[config.mk]
export PLATFORM = sky130hd
export DESIGN_NAME = uart_brk_tx
export DESIGN_NICKNAME = d
export VERILOG_FILES = /design/src/rtl/uart_brk_pkg.sv /design/src/rtl/utx_hold.sv /design/src/rtl/utx_shift.sv /design/src/rtl/utx_ctrl.sv /design/src/rtl/uart_brk_tx.sv
export SDC_FILE = /design/constraint.sdc
export NUM_CORES = 1
export LEC_CHECK = 0
export CAP_MARGIN = 20
export CORE_ASPECT_RATIO = 1.1
export CORE_MARGIN = 5
export CORE_UTILIZATION = 53
export DETAILED_ROUTE_END_ITERATION = 12
export PLACE_DENSITY = 0.77
export SKIP_CTS_REPAIR_TIMING = 1
export SLEW_MARGIN = 40
export SYNTH_ARGS = -nofsm -noshare
export SYNTH_HDL_FRONTEND = slang
export SYNTH_SLANG_ARGS = --single-unit
[constraint.sdc]
create_clock -name clk -period 1.79 [get_ports clk]
set_input_delay 0.358 -clock clk [delete_from_list [all_inputs] [get_ports clk]]
set_output_delay 0.358 -clock clk [all_outputs]
set_load 0.03 [all_outputs]
[src/rtl/uart_brk_pkg.sv]
package uart_brk_pkg;
  typedef enum logic [1:0] {
    MODE_IDLE  = 2'd0,
    MODE_SEND  = 2'd1,
    MODE_BREAK = 2'd2,
    MODE_MARK  = 2'd3
  } tx_mode_e;
endpackage

[src/rtl/utx_hold.sv]
module utx_hold #(
  parameter int DATA_W = 8
) (
  input  logic              clk,
  input  logic              rst_n,
  input  logic              wr_en,
  input  logic [DATA_W-1:0] wr_data,
  input  logic              load,
  output logic              hold_full,
  output logic [DATA_W-1:0] hold_data,
  output logic              collide
);
  logic              full_n;
  logic [DATA_W-1:0] data_n;
  logic              collide_n;

  always_comb begin
    full_n    = hold_full;
    data_n    = hold_data;
    collide_n = collide;
    if (load) full_n = 1'b0;
    if (wr_en) begin
      if (hold_full) collide_n = 1'b1;
      else begin
        full_n = 1'b1;
        data_n = wr_data;
      end
    end
  end

  always_ff @(posedge clk or negedge rst_n) begin
    if (!rst_n) begin
      hold_full <= 1'b0;
      hold_data <= '0;
      collide   <= 1'b0;
    end else begin
      hold_full <= full_n;
      hold_data <= data_n;
      collide   <= collide_n;
    end
  end


  hold_keep_chk: assert property (@(posedge clk) disable iff (!rst_n)
    (wr_en && hold_full) |=> $stable(hold_data));

  collide_sticky_chk: assert property (@(posedge clk) disable iff (!rst_n)
    !$fell(collide));

  load_empties_chk: assert property (@(posedge clk) disable iff (!rst_n)
    load |=> !hold_full);
endmodule

[src/rtl/utx_shift.sv]
module utx_shift #(
  parameter int DATA_W = 8
) (
  input  logic              clk,
  input  logic              rst_n,
  input  logic              load,
  input  logic              advance,
  input  logic [DATA_W-1:0] data,
  output logic              line_bit,
  output logic              last
);
  localparam int FRAME_BITS = DATA_W + 2;
  localparam int CNT_W      = $clog2(FRAME_BITS);
  localparam logic [CNT_W-1:0] LAST_IDX = CNT_W'(FRAME_BITS - 1);

  logic [FRAME_BITS-1:0] sreg, sreg_n;
  logic [CNT_W-1:0]      cnt, cnt_n;

  always_comb begin
    sreg_n = sreg;
    cnt_n  = cnt;
    if (load) begin
      sreg_n = {1'b1, data, 1'b0};
      cnt_n  = '0;
    end else if (advance) begin
      sreg_n = {1'b1, sreg[FRAME_BITS-1:1]};
      cnt_n  = cnt + 1'b1;
    end
  end

  always_ff @(posedge clk or negedge rst_n) begin
    if (!rst_n) begin
      sreg <= '1;
      cnt  <= '0;
    end else begin
      sreg <= sreg_n;
      cnt  <= cnt_n;
    end
  end

  assign line_bit = sreg[0];
  assign last     = (cnt == LAST_IDX);


  frame_start_chk: assert property (@(posedge clk) disable iff (!rst_n)
    load |=> !line_bit);

  stop_bit_chk: assert property (@(posedge clk) disable iff (!rst_n)
    last |-> line_bit);
endmodule

[src/rtl/utx_ctrl.sv]
module utx_ctrl
  import uart_brk_pkg::*;
(
  input  logic     clk,
  input  logic     rst_n,
  input  logic     tick,
  input  logic     brk_req,
  input  logic     hold_full,
  input  logic     last,
  output logic     load,
  output logic     advance,
  output tx_mode_e mode
);
  tx_mode_e mode_n;
  logic     frame_end;
  logic     may_load;

  assign frame_end = (mode == MODE_SEND) && last;
  assign may_load  = (mode == MODE_IDLE) || (mode == MODE_MARK) || frame_end;
  assign load      = tick && hold_full && may_load;
  assign advance   = tick && (mode == MODE_SEND) && !last;

  always_comb begin
    mode_n = mode;
    if (tick) begin
      unique case (mode)
        MODE_BREAK: if (!brk_req) mode_n = MODE_MARK;
        MODE_SEND: begin
          if (last) begin
            if (hold_full)    mode_n = MODE_SEND;
            else if (brk_req) mode_n = MODE_BREAK;
            else              mode_n = MODE_IDLE;
          end
        end
        default: begin
          if (hold_full)    mode_n = MODE_SEND;
          else if (brk_req) mode_n = MODE_BREAK;
          else              mode_n = MODE_IDLE;
        end
      endcase
    end
  end

  always_ff @(posedge clk or negedge rst_n) begin
    if (!rst_n) mode <= MODE_IDLE;
    else        mode <= mode_n;
  end
endmodule

[src/rtl/uart_brk_tx.sv]
module uart_brk_tx
  import uart_brk_pkg::*;
#(
  parameter int DATA_W = 8
) (
  input  logic              clk,
  input  logic              rst_n,
  input  logic              wr_en,
  input  logic [DATA_W-1:0] wr_data,
  input  logic              brk_req,
  input  logic              baud_tick,
  output logic              txd,
  output logic              hold_empty,
  output logic              wr_collide
);
  logic              hold_full;
  logic [DATA_W-1:0] hold_data;
  logic              load;
  logic              advance;
  logic              line_bit;
  logic              last;
  tx_mode_e          mode;
  logic              in_brk;

  utx_hold #(.DATA_W(DATA_W)) u_hold (
    .clk(clk), .rst_n(rst_n), .wr_en(wr_en), .wr_data(wr_data),
    .load(load), .hold_full(hold_full), .hold_data(hold_data),
    .collide(wr_collide)
  );

  utx_shift #(.DATA_W(DATA_W)) u_shift (
    .clk(clk), .rst_n(rst_n), .load(load), .advance(advance),
    .data(hold_data), .line_bit(line_bit), .last(last)
  );

  utx_ctrl u_ctrl (
    .clk(clk), .rst_n(rst_n), .tick(baud_tick), .brk_req(brk_req),
    .hold_full(hold_full), .last(last), .load(load), .advance(advance),
    .mode(mode)
  );

  assign in_brk     = (mode == MODE_BREAK);
  assign hold_empty = !hold_full;

  always_comb begin
    unique case (mode)
      MODE_SEND:  txd = line_bit;
      MODE_BREAK: txd = 1'b0;
      default:    txd = 1'b1;
    endcase
  end


  txd_tick_chk: assert property (@(posedge clk) disable iff (!rst_n)
    !baud_tick |=> $stable(txd));

  brk_hold_chk: assert property (@(posedge clk) disable iff (!rst_n)
    (in_brk && hold_full) |=> hold_full);

  brk_entry_chk: assert property (@(posedge clk) disable iff (!rst_n)
    $rose(in_brk) |-> !$past(hold_full));

  brk_stay_chk: assert property (@(posedge clk) disable iff (!rst_n)
    (in_brk && brk_req) |=> in_brk);
endmodule

After elaboration in Yosys (flattened, before gate mapping)
Index checks and enable logic that the tools add are counted.
{"block": "classes", "add_sub_neg": 1, "n_mul": 0, "div": 0, "n_lt_le_gt_ge": 0, "n_eq_ne": 6, "n_shift": 0, "n_mux": 13, "n_bitwise": 1, "n_reduce_logical": 14}
{"operator": "$mux W10", "count": 2}
{"operator": "$mux W2", "count": 4}
{"operator": "$mux W4", "count": 2}
{"operator": "$logic_and A1 B1 Y1", "count": 5}
{"operator": "$add A4 B1 Y4 const B", "count": 1}
{"operator": "$eq A2 B2 Y1 const B", "count": 2}
{"operator": "$eq A4 B4 Y1 const B", "count": 1}
{"operator": "$pmux W2 S2", "count": 1}
{"operator": "$reduce_and A2 Y1", "count": 2}
{"operator": "$mux W1", "count": 3}
{"operator": "$reduce_and A3 Y1", "count": 1}
{"operator": "$eq A2 B1 Y1 const B", "count": 1}
{"operator": "$logic_not A1 Y1", "count": 2}
{"operator": "$logic_not A2 Y1", "count": 1}
{"operator": "$logic_or A1 B1 Y1", "count": 2}
{"operator": "$ne A2 B1 Y1 const B", "count": 1}
{"operator": "$ne A2 B2 Y1 const B", "count": 1}
{"operator": "$pmux W1 S2", "count": 1}
{"operator": "$reduce_bool A2 Y1", "count": 1}
{"operator": "$not A1 Y1", "count": 1}
{"block": "totals", "register_bits": 26, "latch_bits": 0, "mem_bits_rw": 0, "rom_bits": 0, "inputBits": 13, "output_inout_bits": 3, "elab_cells": 41, "memories": 0}

Logic depth before layout (Yosys ltp)
{"block": "logic_depth", "depth_word": 7, "mapped_depth": 6, "ltp_nobuf": 5}

Cells and area by module
Synthesis repeated with hierarchy kept, for this count alone.
{"block": "hier_totals", "hier_cells": 106, "hier_area_um2": 1237.4}
{"mod": "utx_shift", "instances": 1, "cells_each": 60, "area_per_inst_um2": 658.1, "seq_area_each_um2": 336.6}
{"mod": "utx_hold", "instances": 1, "cells_each": 23, "area_per_inst_um2": 407.9, "seq_area_each_um2": 250.2}
{"mod": "utx_ctrl", "instances": 1, "cells_each": 20, "area_per_inst_um2": 153.9, "seq_area_each_um2": 50.0}
{"mod": "uart_brk_tx", "instances": 1, "cells_each": 3, "area_per_inst_um2": 17.5, "seq_area_each_um2": 0.0}

Least setup slack after synthesis
OpenSTA, ideal clock, no wires.
{"block": "synth_path", "path_type": "register -> output", "from": "register u_ctrl.mode[0]", "to": "output txd", "t_arrival_ps": 1347, "t_required_ps": 1432, "setup_slack_ps": 85, "path_stages_with_launch": 3, "n_path_buf": 0, "cell_sequence": "dfrtp_1 -> ha_1 -> o21ai_0"}
{"block": "synth_between", "elab_chain_cells": 2, "elab_cells_between_ends": 3, "cone_classes": "eq/ne: 2; mux: 1"}
{"element": "start: declaration", "line_no": "utx_ctrl.sv:12", "source": "output tx_mode_e mode"}
{"element": "start signal: assignment", "line_no": "utx_ctrl.sv:46", "source": "else mode <= mode_n;"}
{"element": "$eq A2 B2 Y1 or $eq A2 B1 Y1 (tied branches)", "line_no": "uart_brk_tx.sv:46", "source": "unique case (mode)"}
{"element": "$pmux W1 S2 (*)", "line_no": "uart_brk_tx.sv:46"}
{"element": "end: declaration", "line_no": "uart_brk_tx.sv:12", "source": "output logic txd,"}
Every way passes the cells marked *; elsewhere a longest branch is shown, timed or not.

Worst setup path in the final report
Same ends and word-level chain as after synthesis.

==> metrics.json <==
{
  "logic_synthesis": {
    "synth-seq-area-share_pct": 53.58,
    "syn_nets": 132,
    "synth_top_cells_by_area": "dfrtp_1, dfstp_2, inv_1",
    "dominantRegCellSynth": "dfrtp_1",
    "synthesis.area_per_instance_sq_um": 10.34,
    "netlist_instances": 115,
    "synth.cell_area_sq_um": 1189,
    "yosysUniqueCellTypes": 26,
    "synth_enable_flop_cells": 0,
    "ff_latch_count_synth": 25,
    "async_flop_share_pct": 100.0,
    "yosys.area.top_type_share_pct": 33.68,
    "synth_area_leader_cell": "dfrtp_1",
    "yosysWarnings": 0
  },
  "place": {
    "placement_stage_worst_setup_slack_ps": -228.9,
    "detailed_place_hpwl_um": 1857,
    "placement.io_buffers": 15,
    "place.gp.congestion": 0.7967,
    "post_dp_cell_area_sq_um": 1416
  },
  "timing": {
    "finalHoldViolations": 0,
    "tightest_slew_ps": 488.7,
    "final_ws_setup_ps": 30.48,
    "clock-skew-final_ps": 14.95,
    "post-route-period-util_pct": 98.30,
    "max_transition_viols_final": 0,
    "max_slew_margin_pct": 67.36,
    "hold_ws_ps": 373.0,
    "layout_min_cycle_time_ps": 1760,
    "setup_viol_count_final": 0,
    "max_freq_mhz": 568.3
  },
  "power_and_ir_drop": {
    "power.total_mw": 2.284,
    "power.clock.fraction_pct": 11.3,
    "p_leak_nw": 0.6934,
    "irDropWorstVdd_mv": 0.9407,
    "switching_share_pct": 37.80,
    "intPower_mw": 1.421,
    "switchingPower_mw": 0.8634,
    "combPwrFrac_pct": 46.6,
    "share_seq_of_total_power_pct": 42.0,
    "powerDensity_nw_per_um2": 1543
  },
  "hold_path": {
    "hold_path_class": "input pin to asynchronous set/reset pin"
  },
  "global_route": {
    "aggregate_global_route_resource_usage_pct": 18.00,
    "grt_antenna_before_repair": 0,
    "pin_count_of_the_biggest_net_entering_global_routing": 26,
    "number_of_global_route_vias_before_repair": 1029,
    "grt_first_pass_wirelength_um": 4209,
    "global_route.overflow_total": 0
  },
  "cells_and_area": {
    "insertedDiodeCount": 0,
    "area.growth.synth_to_final_pct": 24.53,
    "stdcell_area_sq_um": 1480,
    "drive_gt1_share_pct": 22.86,
    "final_util_pct": 67.06,
    "num-nets-final": 158
  },
  "detailed_routing": {
    "dr.pass1.iters": 4,
    "post_drt_wl_per_cell_um": 14.86,
    "ant_nets": 0,
    "initial_drt_markers": 53,
    "drt_drc_violations_left": 0,
    "finalWirelength_um": 2527,
    "viasPerCell": 5.582,
    "vias": 949
  },
  "clock_tree": {
    "clk_pin_slew_worst_paths_ps": 140,
    "sinks_on_the_clock_net": 25,
    "htreeDepth": 1,
    "cts_tree": "yes",
    "cts_buffers": 3,
    "cts.path.max_buffers": 2,
    "clk_root_buffer_cell": "clkbuf_4",
    "clock_latency_ps": 330
  },
  "critical_path": {
    "worst_path_dominant_cell_family": "flip-flops",
    "kind_of_start_point_of_the_critical_path": "register",
    "maximum_fanout_along_the_worst_path": 7,
    "cpMostUsedCell": "buf_4",
    "cp_cell_sequence": "buf_4 > ha_4 > o21ai_1 > buf_4",
    "cp_data_required_time_ps": 1430,
    "cpMaxStageDelayCell": "dfrtp_1",
    "worstSetupPathType": "register to primary output",
    "critical_path_data_arrival_time_ps": 1400,
    "timing.critical_path.buf_inv": 2,
    "critPathMaxStageDelay_ps": 410,
    "crit_path_end_kind": "primary output"
  },
  "floorplanning": {
    "starting_utilization_of_the_core_area_pct": 53.85,
    "boundaryPins": 16,
    "coreArea_sq_um": 2207,
    "chipWidth_um": 55.16,
    "fp-row-count": 18,
    "die_height_um": 59.67,
    "die-area_sq_um": 3291
  },
  "run": {
    "timing.max_cap.violations": 0
  },
  "run_status": {
    "outcome": "completed"
  }
}
placed cells by master (no fill, tap or decap):
cell,netlist,layout
nand4b_1,1,1
ha_4,0,1
inv_1,22,22
o21ai_0,14,13
a211oi_2,1,2
o21ai_1,0,1
a31oi_1,1,1
a21o_1,1,1
a222oi_1,7,7
nand2_1,10,10
mux2i_1,1,1
o32a_1,2,2
buf_4,0,11
a211o_4,1,1
dfstp_2,9,9
nor2b_1,2,2
clkinvlp_4,0,1
dfrtp_1,16,16
clkdlybuf4s50_1,0,12
clkbuf_4,0,3
ha_1,4,2
o211a_1,1,1
mux2_2,2,2
or3_1,4,4
a21oi_1,6,6
and3b_2,0,1
dlymetal6s2s_1,0,2
nand3_1,2,2
ha_2,0,1
nor2_1,2,2
power by group through the flow:
stage / Sequential [mW] / Clock, mW / Combinational (mW)
floorplan: 0.947 / 0 / 0.688
global placement: 0.962 / 0 / 0.944
detailed placement: 0.975 / 0 / 0.997
CTS: 0.962 / 0.269 / 1.00
global route: 0.985 / 0.294 / 1.20
finish: 0.960 / 0.259 / 1.06
synthesized netlist by cell type, types with 2 or more instances:
cell,count
nand3_1,2
ha_1,4
dfstp_2,9
nor2_1,2
a222oi_1,7
o32a_1,2
a21oi_1,6
nand2_1,10
nor2b_1,2
or3_1,4
o21ai_0,14
inv_1,22
buf_2,2
mux2_2,2
dfrtp_1,16
cell type report:
cell class,count,area [sq um]
fill,198,726.9
timing repair buffer,25,227.7
sequential,25,636.9
clock buffer,3,22.52
multi-input combinational,64,465.4
inverter,22,82.58
tap,30,37.54
clock inverter,1,7.507
final timing paths:
kind,startpoint,to,slack [ps],cells after the start
setup / recovery,u_ctrl.mode[0],txd,30,4
hold / removal,rst_n,u_hold.hold_data[0],370,2
setup reg to reg,u_shift.cnt[1],u_shift.sreg[2],100,5
hold reg to reg,u_hold.collide,u_hold.collide,480,1
max in group asynchronous,rst_n,u_shift.sreg[1],1120,2
min in group clk,u_hold.collide,u_hold.collide,480,1
stage by stage:
step | cells | setup TNS, ps
final | 170 | 0
after global routing | 170 | -47.40
after CTS | 169 | -1559
after detailed placement | 165 | -1313
after global placement | 165 | -487.6
after floorplan | 115 | 0
sequential cells by signal, summed over array words and instances, names as in the netlist:
name              cells
u_shift.sreg          9
u_hold.hold_data      8
u_shift.cnt           4
u_ctrl.mode           2
u_hold.collide        1
u_hold.hold_full      1
metal layers:
metal	part of all wire, %	track usage [%]
met1	41	19.84
met2	53	31.76
met3	4.0	3.491
met4	2.1	9.375
met5	0	0
kinds of logic after synthesis:
logic type	after synthesis	share of synthesized area, %
adder cells (fa/ha/maj)	4	4.211
buffers and inverters	26	9.052
AND/OR/NAND/NOR	22	9.264
multiplexers	3	2.737
flip-flops	25	53.58
AO/OA/AOI/OAI	35	21.16
Note: power is estimated with default switching activity, not from simulation.
